**config.mk**
```make
export PLATFORM = sky130hd
export DESIGN_NAME = prescale_tick_gen
export DESIGN_NICKNAME = d
export VERILOG_FILES = /design/src/rtl/prescale_pkg.sv /design/src/rtl/prescale_cfg_reg.sv /design/src/rtl/prescale_odd_stage.sv /design/src/rtl/prescale_pow2_stage.sv /design/src/rtl/prescale_tick_gen.sv
export SDC_FILE = /design/constraint.sdc
export NUM_CORES = 1
export LEC_CHECK = 0
export BUFFER_PORTS_ARGS = -buffer_cell sky130_fd_sc_hd__clkbuf_2
export CORE_MARGIN = 5
export CORE_UTILIZATION = 43
export DETAILED_ROUTE_END_ITERATION = 16
export GPL_ROUTABILITY_DRIVEN = 0
export PLACE_DENSITY = 0.71
export SLEW_MARGIN = 30
export SYNTH_ARGS = -nofsm -noshare
export SYNTH_HDL_FRONTEND = slang
export SYNTH_SLANG_ARGS = --single-unit
```
**constraint.sdc**
```tcl
create_clock -name clk -period 2.2 [get_ports clk]
set_input_delay 0.44 -clock clk [delete_from_list [all_inputs] [get_ports clk]]
set_output_delay 0.44 -clock clk [all_outputs]
set_load 0.02 [all_outputs]
```
**src/rtl/prescale_pkg.sv**
```systemverilog
package prescale_pkg;

    localparam int unsigned CFG_W     = 8;
    localparam int unsigned ODD_SEL_W = 2;
    localparam int unsigned POW_SEL_W = 3;
    localparam int unsigned SPARE_W   = CFG_W - 1 - POW_SEL_W - ODD_SEL_W;
    localparam int unsigned ODD_CNT_W = ODD_SEL_W + 1;
    localparam int unsigned POW_CNT_W = (1 << POW_SEL_W) - 1;

    // Field layout of the control byte (MSB first).
    typedef struct packed {
        logic                 enable;
        logic [SPARE_W-1:0]   spare;
        logic [POW_SEL_W-1:0] pow_sel;
        logic [ODD_SEL_W-1:0] odd_sel;
    } prescale_cfg_t;

    // Terminal count of the odd stage: 2P.
    function automatic logic [ODD_CNT_W-1:0] odd_last(input logic [ODD_SEL_W-1:0] p);
        return {p, 1'b0};
    endfunction

    // Terminal count of the power-of-two stage: 2^D - 1.
    function automatic logic [POW_CNT_W-1:0] pow_last(input logic [POW_SEL_W-1:0] d);
        return ~({POW_CNT_W{1'b1}} << d);
    endfunction

    // Full tick period in system-clock cycles.
    function automatic int unsigned ratio_of(input prescale_cfg_t c);
        return (2 * int'(c.odd_sel) + 1) << c.pow_sel;
    endfunction

endpackage

```
**src/rtl/prescale_cfg_reg.sv**
```systemverilog
module prescale_cfg_reg
    import prescale_pkg::*;
(
    input  logic             clk,
    input  logic             rst,
    input  logic             wr_en,
    input  logic [CFG_W-1:0] wr_data,
    output prescale_cfg_t    cfg_q,
    output logic             restart
);
    always_ff @(posedge clk) begin
        if (rst)
            cfg_q <= '0;
        else if (wr_en)
            cfg_q <= prescale_cfg_t'(wr_data);
    end

    // A write restarts both stages on the same edge that loads the byte.
    assign restart = wr_en;
endmodule

```
**src/rtl/prescale_odd_stage.sv**
```systemverilog
module prescale_odd_stage #(
    parameter int unsigned CNT_W = 3
) (
    input  logic             clk,
    input  logic             rst,
    input  logic             clear,
    input  logic             run,
    input  logic [CNT_W-1:0] last,
    output logic             wrap
);
    logic [CNT_W-1:0] cnt;

    assign wrap = run && (cnt == last);

    always_ff @(posedge clk) begin
        if (rst || clear || !run)
            cnt <= '0;
        else if (wrap)
            cnt <= '0;
        else
            cnt <= cnt + 1'b1;
    end
endmodule

```
**src/rtl/prescale_pow2_stage.sv**
```systemverilog
module prescale_pow2_stage #(
    parameter int unsigned CNT_W = 7
) (
    input  logic             clk,
    input  logic             rst,
    input  logic             clear,
    input  logic             run,
    input  logic             step,
    input  logic [CNT_W-1:0] last,
    output logic             wrap
);
    logic [CNT_W-1:0] cnt;

    assign wrap = run && step && (cnt == last);

    always_ff @(posedge clk) begin
        if (rst || clear || !run)
            cnt <= '0;
        else if (step)
            cnt <= wrap ? '0 : cnt + 1'b1;
    end
endmodule

```
**src/rtl/prescale_tick_gen.sv**
```systemverilog
module prescale_tick_gen
    import prescale_pkg::*;
(
    input  logic             clk,
    input  logic             rst,
    input  logic             cfg_we,
    input  logic [CFG_W-1:0] cfg_wdata,
    output logic             tick
);
    prescale_cfg_t cfg_q;
    logic          restart;
    logic          odd_wrap;
    logic          pow_wrap;

    prescale_cfg_reg u_cfg (
        .clk     (clk),
        .rst     (rst),
        .wr_en   (cfg_we),
        .wr_data (cfg_wdata),
        .cfg_q   (cfg_q),
        .restart (restart)
    );

    prescale_odd_stage #(.CNT_W(ODD_CNT_W)) u_odd (
        .clk   (clk),
        .rst   (rst),
        .clear (restart),
        .run   (cfg_q.enable),
        .last  (odd_last(cfg_q.odd_sel)),
        .wrap  (odd_wrap)
    );

    prescale_pow2_stage #(.CNT_W(POW_CNT_W)) u_pow (
        .clk   (clk),
        .rst   (rst),
        .clear (restart),
        .run   (cfg_q.enable),
        .step  (odd_wrap),
        .last  (pow_last(cfg_q.pow_sel)),
        .wrap  (pow_wrap)
    );

    assign tick = pow_wrap;
endmodule

```
Yosys cells after proc, flatten, opt, wreduce, memory -nomap -nowiden
Index checks and enable logic that the tools add are counted.

Register bits: 16. Input port bits: 11. Output and inout port bits: 1. Logic and storage cells: 19.

Add/subtract/negate cells: 2. Equal/unequal tests: 2. Shift-type cells: 1. Mux-type cells: 1. Bitwise operators: 1. Reduce and logical (&&, ||, !) cells: 7.

Operator list (count): 7-bit by 1-bit adder with 7-bit output (second input constant) (1); 7-bit == test (1); 7-bit 2-to-1 mux (1); 7-bit inverter (1); 7-bit by 3-bit << shifter with 7-bit output (first input constant) (1); 3-bit by 1-bit adder with 3-bit output (second input constant) (1); 3-bit == test (1); 1-bit logical AND (3); 1-bit logical OR (2); 2-bit OR reduction (1); 1-bit zero test (1).

Logic depth before layout (Yosys ltp)
Gate-level depths: netlist of run 1.

Depth after elaboration: 5. Depth in mapped cells: 7. Mapped depth without buffers: 5.

Modules after synthesis
From an unflattened synthesis of run 1, not the netlist that was laid out.

Cells, all modules: 91. Area total of the unflattened synthesis: 882.1 µm².

By module, submodules not included: prescale_pow2_stage (times used 1, cells each 42, area an instance 390.4 µm², sequential area each 140.1 µm²); prescale_cfg_reg (times used 1, cells each 27, area an instance 292.8 µm², sequential area each 160.2 µm²); prescale_odd_stage (times used 1, cells each 15, area an instance 151.4 µm², sequential area each 60.1 µm²); prescale_tick_gen (times used 1, cells each 7, area an instance 47.5 µm², sequential area each 0.0 µm²).

Worst setup path after synthesis of run 1
Ideal clock, no wire load.

Path type: register -> output. Start point: register u_cfg.cfg_q[1] (netlist name). End point: output tick. Arrival: 1526 ps. Required time: 1760 ps. Slack: 234 ps. Cell stages (with the launch flop): 5. Buffers on the path: 0. Path through: dfxtp_1 > xnor2_1 > nand4b_2 > a221o_1 > nor4_4.

Longest elaborated chain between the ends: 4.

RTL lines: 3-bit == test (line prescale_odd_stage.sv:13) `assign wrap = run && (cnt == last);`; 1-bit logical AND (line prescale_odd_stage.sv:13); 1-bit logical AND (2 in a row) (line prescale_pow2_stage.sv:14) `assign wrap = run && step && (cnt == last);`; to (decl) (line prescale_tick_gen.sv:8) `output logic tick`.

No other way between the ends.

Final worst setup path of run 1
Start point: register u_pow.cnt[4]. End point: output tick.

Longest elaborated chain between the ends: 2.

RTL lines: from (decl) (line prescale_pow2_stage.sv:12) `logic [CNT_W-1:0] cnt;`; from (signal assigned) (line prescale_pow2_stage.sv:20) `cnt <= wrap ? '0 : cnt + 1'b1;`; 7-bit == test (line prescale_pow2_stage.sv:14); 1-bit logical AND (line prescale_pow2_stage.sv:14).

No other way between the ends.

==> results of run 1 <==
## worst min-delay path: cells and delay by family
family / cells / cell delay (ns)
AOI/OAI and AO/OA: 1 / 0.05
buffers and inverters: 1 / 0.08
and+or+nand+nor: 1 / 0.05
## per-layer routing
| metal | part of all wire | track usage | wire length, um | up-vias |
|---|---|---|---|---|
| li1 | - | - | - | 361 |
| met1 | 0.45 | 0.1675 | 784 | 350 |
| met2 | 0.49 | 0.2480 | 864 | 15 |
| met3 | 0.037 | 0.03601 | 65 | 6 |
| met4 | 0.024 | 0.07234 | 42 | 0 |
| met5 | 0 | 0 | 0 | - |
## path summary, 6_finish.rpt
kind                                       to
setup reg to reg    u_pow.cnt[0]$_SDFFE_PP0P_
hold / removal    u_cfg.cfg_q[7]$_SDFFE_PP0P_
setup / recovery                         tick
hold reg to reg       u_odd.cnt[0]$_SDFF_PP0_
## power by group
group / leakage (nW) / switching, mW / internal (mW) / total, mW
sequential: 0.135 / 0.0112 / 0.294 / 0.305
clock: 0.0210 / 0.0944 / 0.101 / 0.195
combinational: 0.233 / 0.0318 / 0.0309 / 0.0627
## through the flow
stage	cells	area (um^2)
after CTS	131	983.4
after global routing	132	1017
after detailed placement	125	900.9
final	132	1017
after global placement	125	900.9
after floorplan	94	829.5
## final cells by class
type                       count  area, um^2  share of cell area
clock buffer                   4       36.28             0.03567
inverter                       2       7.507            0.007380
multi-input combinational     71       515.5              0.5068
sequential                    16       341.6              0.3358
tap                           25       31.28             0.03075
timing repair buffer          14       85.08             0.08364
## cell families after synthesis
group                    Yosys count  share of synthesized area
XOR/XNOR                           9                    0.09503
AO/OA/AOI/OAI                     12                     0.1041
multiplexers                       5                    0.06033
adder cells (fa/ha/maj)            3                    0.04223
flip-flops                        16                     0.3861
AND/OR/NAND/NOR                   42                     0.2790
buffers and inverters              7                    0.03317
## registers in the layout, indices dropped and copies added, names as in the netlist
signal / cells
u_pow.cnt: 7
u_cfg.cfg_q: 6
u_odd.cnt: 3
## repair_timing
action	in CTS	in global routing
endpoints found under the setup margin	1	1
resized for setup	14	8
buffers inserted	2	1
gates cloned	0	0
pin swaps	1	3
## placed cells by master (no fill, tap or decap), drive strengths merged
cell type | synthesis | final
a211oi | 1 | 1
a21oi | 4 | 4
a221o | 1 | 1
a22o | 1 | 1
a32oi | 1 | 1
and3 | 2 | 2
and4b | 1 | 1
buf | 1 | 6
clkbuf | 4 | 12
dfxtp | 16 | 16
ha | 2 | 2
inv | 2 | 2
maj3 | 1 | 1
mux2i | 5 | 5
nand2 | 9 | 9
nand2b | 1 | 1
nand3 | 4 | 4
nand4 | 1 | 1
nand4b | 1 | 1
nor2 | 9 | 9
nor3 | 9 | 9
nor4 | 2 | 2
o2111a | 1 | 1
o21ai | 1 | 1
o31ai | 2 | 2
or2 | 2 | 2
or3 | 1 | 1
xnor2 | 7 | 7
xor2 | 2 | 2
==> results.yml, run 1 <==
power_and_ir_drop:
  leakage_nw: 0.3892
  power_density_nw_per_um2: 553.4
  finalPower_mw: 0.5630
  power.ir.vdd_worst_mv: 0.5154
final_layout:
  n_antenna_cell: 0
  final_core_util: 0.5705
  num-nets-final: 121
  drive_gt1_frac: 0.3645
  fillerInstances: 160
  area_delta_synth_final_pct: 22.62
timing:
  post_route_setup_slack_ns: 0.08588
  timing.max_slew.rel_slack: 0.7341
  clock_skew_ns: 0.008489
  setup_viol: 0
  fin_crit_ns: 2.114
  worst_hold_slack_ns: 0.3803
  finalMaxSlewViolations: 0
  final.period_utilization: 0.9610
  timing.final.hold_violations: 0
  totalNegativeSetupSlack_ns: 0
  achievable-frequency_mhz: 473.0
  timing_worst_slew_pin_value_ns: 0.3988
  grt_setup_unrepaired: "false"
route:
  remaining_drc_errors: 0
  dr_vias: 732
  via_per_inst: 5.545
  detail-route-antenna-nets: 0
  avgRoutedWirePerCell_um: 13.30
  drt_first_iter_violations: 12
  first_pass_iteration_count_of_the_detailed_router: 4
  totalWireLength_um: 1756
global_route:
  grt_first_pass_wirelength_um: 3049
  grt_start_max_net_pins: 10
  first_global_vias: 724
  grtUsageTotal: 0.1457
  globalRouteOverflowTotal: 0
  grt_antenna_before_repair: 0
critical_path:
  path_buf_inv: 1
  critical_path_class: "register to output port"
  critPathCaptureType: "output port"
  critical-path-slowest-cell: "sky130_fd_sc_hd__dfxtp_2"
  critPathRequiredTime_ns: 1.76
  sequence_of_cells_on_the_critical_path: "or2_2 -> a21oi_2 -> a21oi_2 -> nor4_4 -> buf_4"
  ff2ff_path_depth: 7
  cp_num_cells: 5
  crit_path_max_fo: 5
  setup.worst_path.start_class: "register"
  critical_path.top_delay_family: "simple AND/OR/NAND/NOR gates"
  timing.critical_path.from: "u_pow.cnt[4]$_SDFFE_PP0P_"
  arrival_ns: 1.67
  critical_path.max_stage_delay_ns: 0.36
  worst_path_most_repeated_cell: "sky130_fd_sc_hd__a21oi_2"
  rrSetupSlack_ns: 0.49
  r2r_start: "u_odd.cnt[2]$_SDFF_PP0_"
clock_network:
  root_buffer: "sky130_fd_sc_hd__clkbuf_4"
  clkSlewWorstSetupHoldPaths_ns: 0.10
  postCtsHoldBufs: 0
  clock_path_buffers: 2
  tritoncts: "done"
  numCtsBuffers: 3
  worst_skew_pair.late_latency_ns: 0.29
  number_of_levels_the_h_tree_was_split_into: 1
  clock_sinks: 16
floorplanning:
  rows: 15
  pin_count: 12
  initial_core_util: 0.4653
  die-width_um: 53.92
  fp.dieArea_um2: 2907
  die_height_um: 53.92
  core_area_um2: 1783
status:
  status: "finished clean"
hold_path:
  timing.hold.worst.start: "cfg_wdata[7]"
  min_path_cells: 3
  min_path_type: "primary input to register"
synthesis:
  synth_cells: 94
  synth.top_cells.by_area: "sky130_fd_sc_hd__dfxtp_1 39%, sky130_fd_sc_hd__xnor2_1 7.4%, sky130_fd_sc_hd__mux2i_1 6.0%"
  ys.warnings.count: 0
  synth_most_common_cell: "sky130_fd_sc_hd__dfxtp_1"
  share_of_flip_flops_with_an_asynchronous_set_or_reset_after_synthesis: 0
  post_synth.cell_area_avg_um2: 8.825
  dominantRegCellSynth: "sky130_fd_sc_hd__dfxtp_1"
  mappedNetlistNets: 107
  post_synthesis_sequential_area_ratio: 0.3861
  synth_top_cell_by_area: "sky130_fd_sc_hd__dfxtp_1"
  synth.cells.most_frequent: "16 x sky130_fd_sc_hd__dfxtp_1, 9 x sky130_fd_sc_hd__nand2_1, 9 x sky130_fd_sc_hd__nor2_1, 9 x sky130_fd_sc_hd__nor3_1, 7 x sky130_fd_sc_hd__xnor2_1"
  synth.ff_latch_count: 16
  synth_enable_flop_cells: 0
  synth_area_um2: 829.5
  top_area_cell_type_share_of_the_netlist_area: 0.3861
  yosys.cell_types.count: 30
placement:
  placement.io_buffers: 9
  pre_cts_ws_ns: 0.1990
  detailedPlacementHpwl_um: 1252
job:
  max-cap-violations: 0
No activity file was read; power rests on OpenSTA's default activity.
==> inputs of run 2 (changes only) <==
- PLACE_DENSITY: 0.71 -> 0.72
- SKIP_LAST_GASP: not set -> 1
==> results.yml, run 2 (synthesis gave the netlist of run 1 again) <==
critical_path:
  critical_path_class: "register to output port"
  critPathCaptureType: "output port"
  ff2ff_path_depth: 6
  critPathRequiredTime_ns: 1.76
  setup.worst_path.start_class: "register"
  crit_path_max_fo: 5
  arrival_ns: 1.73
timing:
  timing.max_slew.rel_slack: 0.7064
  timing.final.hold_violations: 0
  achievable-frequency_mhz: 460.7
  worst_hold_slack_ns: 0.3839
  clock_skew_ns: 0.005317
  setup_viol: 0
  fin_crit_ns: 2.171
  finalMaxSlewViolations: 0
  final.period_utilization: 0.9867
  post_route_setup_slack_ns: 0.02937
  grt_setup_unrepaired: "true"
  timing_worst_slew_pin_value_ns: 0.4404
route:
  first_pass_iteration_count_of_the_detailed_router: 2
  totalWireLength_um: 1690
  detail-route-antenna-nets: 0
  via_per_inst: 5.364
  drt_first_iter_violations: 8
  avgRoutedWirePerCell_um: 13.10
  remaining_drc_errors: 0
  dr_vias: 692
placement:
  placement.io_buffers: 9
  detailedPlacementHpwl_um: 1301
  placed_area_um2: 900.9
  pre_cts_ws_ns: 0.2169
  dp_cells: 125
status:
  status: "finished clean"
hold_path:
  min_path_type: "primary input to register"
  min_path_cells: 3
clock_network:
  number_of_levels_the_h_tree_was_split_into: 1
  clock_sinks: 16
  tritoncts: "done"
  clkSlewWorstSetupHoldPaths_ns: 0.08
  worst_skew_pair.late_latency_ns: 0.28
  root_buffer: "sky130_fd_sc_hd__clkbuf_4"
  numCtsBuffers: 3
  clock_path_buffers: 2
final_layout:
  biggest_registers_after_layout: "u_pow.cnt (7), u_cfg.cfg_q (6), u_odd.cnt (3)"
  post-route-cell-area_um2: 963.4
  num-nets-final: 119
  instances_no_fill: 129
  final_core_util: 0.5404
  layout_commonest_cell: "sky130_fd_sc_hd__dfxtp_1"
  n_antenna_cell: 0
  drive_gt1_frac: 0.2692
  largest_register_ffs: 7
  most_frequent_cells_in_the_layout: "12 x sky130_fd_sc_hd__dfxtp_1, 9 x sky130_fd_sc_hd__nor3_1, 9 x sky130_fd_sc_hd__nand2_1, 9 x sky130_fd_sc_hd__nor2_1, 8 x sky130_fd_sc_hd__clkbuf_2"
  largest-register: "u_pow.cnt"
  area_delta_synth_final_pct: 16.14
floorplanning:
  die_height_um: 53.92
  initial_core_util: 0.4653
  rows: 15
  fp.dieArea_um2: 2907
  core_area_um2: 1783
  die-width_um: 53.92
  pin_count: 12
power_and_ir_drop:
  power_density_nw_per_um2: 532.8
  leakage_nw: 0.3679
  power.ir.vdd_worst_mv: 0.3471
global_route:
  grt_start_max_net_pins: 10
  first_global_vias: 668
  grt_antenna_before_repair: 0
  globalRouteOverflowTotal: 0
  grtUsageTotal: 0.1402
  grt_first_pass_wirelength_um: 2870
job:
  max-cap-violations: 0
==> run 2: critical path, stage by stage (launching register included) <==
cell and delay (ns):
sky130_fd_sc_hd__dfxtp_1 0.36, sky130_fd_sc_hd__or2_2 0.30, sky130_fd_sc_hd__a21oi_1 0.14, sky130_fd_sc_hd__a21oi_1 0.11, sky130_fd_sc_hd__nor4_4 0.33, sky130_fd_sc_hd__clkbuf_8 0.20
==> run 2: metal layers <==
| metal | track usage | share of wire |
|---|---|---|
| met5 | 0 | 0 |
| met4 | 0.04255 | 0.0077 |
| met3 | 0.05817 | 0.028 |
| met2 | 0.2419 | 0.52 |
| met1 | 0.1550 | 0.44 |
==> run 2: final cells by class <==
cell class / instances / area [um^2]
clock buffer: 3 / 22.52
fill: 173 / 819.5
inverter: 2 / 7.507
multi-input combinational: 71 / 500.5
sequential: 16 / 325.3
tap: 25 / 31.28
timing repair buffer: 12 / 76.32
==> run 2: per-stage QoR <==
step	power (mW)	setup TNS, ns
after global placement	0.3658	0
after detailed placement	0.3684	0
after global routing	0.5436	-0.02933
after floorplan	0.3511	0
after CTS	0.5190	0
final	0.5133	0
==> run 2: power breakdown <==
part / switching (mW) / leakage (nW) / internal, mW / total, mW
combinational: 0.0318 / 0.222 / 0.0290 / 0.0608
sequential: 0.0102 / 0.132 / 0.297 / 0.307
clock: 0.0817 / 0.0138 / 0.0635 / 0.145
==> run 2: final timing paths <==
check	startpoint	end	slack (ns)
worst max register to register	u_cfg.cfg_q[1]$_SDFFE_PP0P_	u_pow.cnt[3]$_SDFFE_PP0P_	0.53
worst min-delay path	cfg_wdata[7]	u_cfg.cfg_q[7]$_SDFFE_PP0P_	0.38
worst max-delay path	u_pow.cnt[4]$_SDFFE_PP0P_	tick	0.03
worst min register to register	u_odd.cnt[0]$_SDFF_PP0_	u_odd.cnt[0]$_SDFF_PP0_	0.48
==> run 2: what timing repair did <==
item                       in CTS  in global routing
hold buffers                    0                  0
pin swaps                       2                  0
setup endpoints to repair       1                  1
buffers inserted                1                  0
resized for setup               6                  3
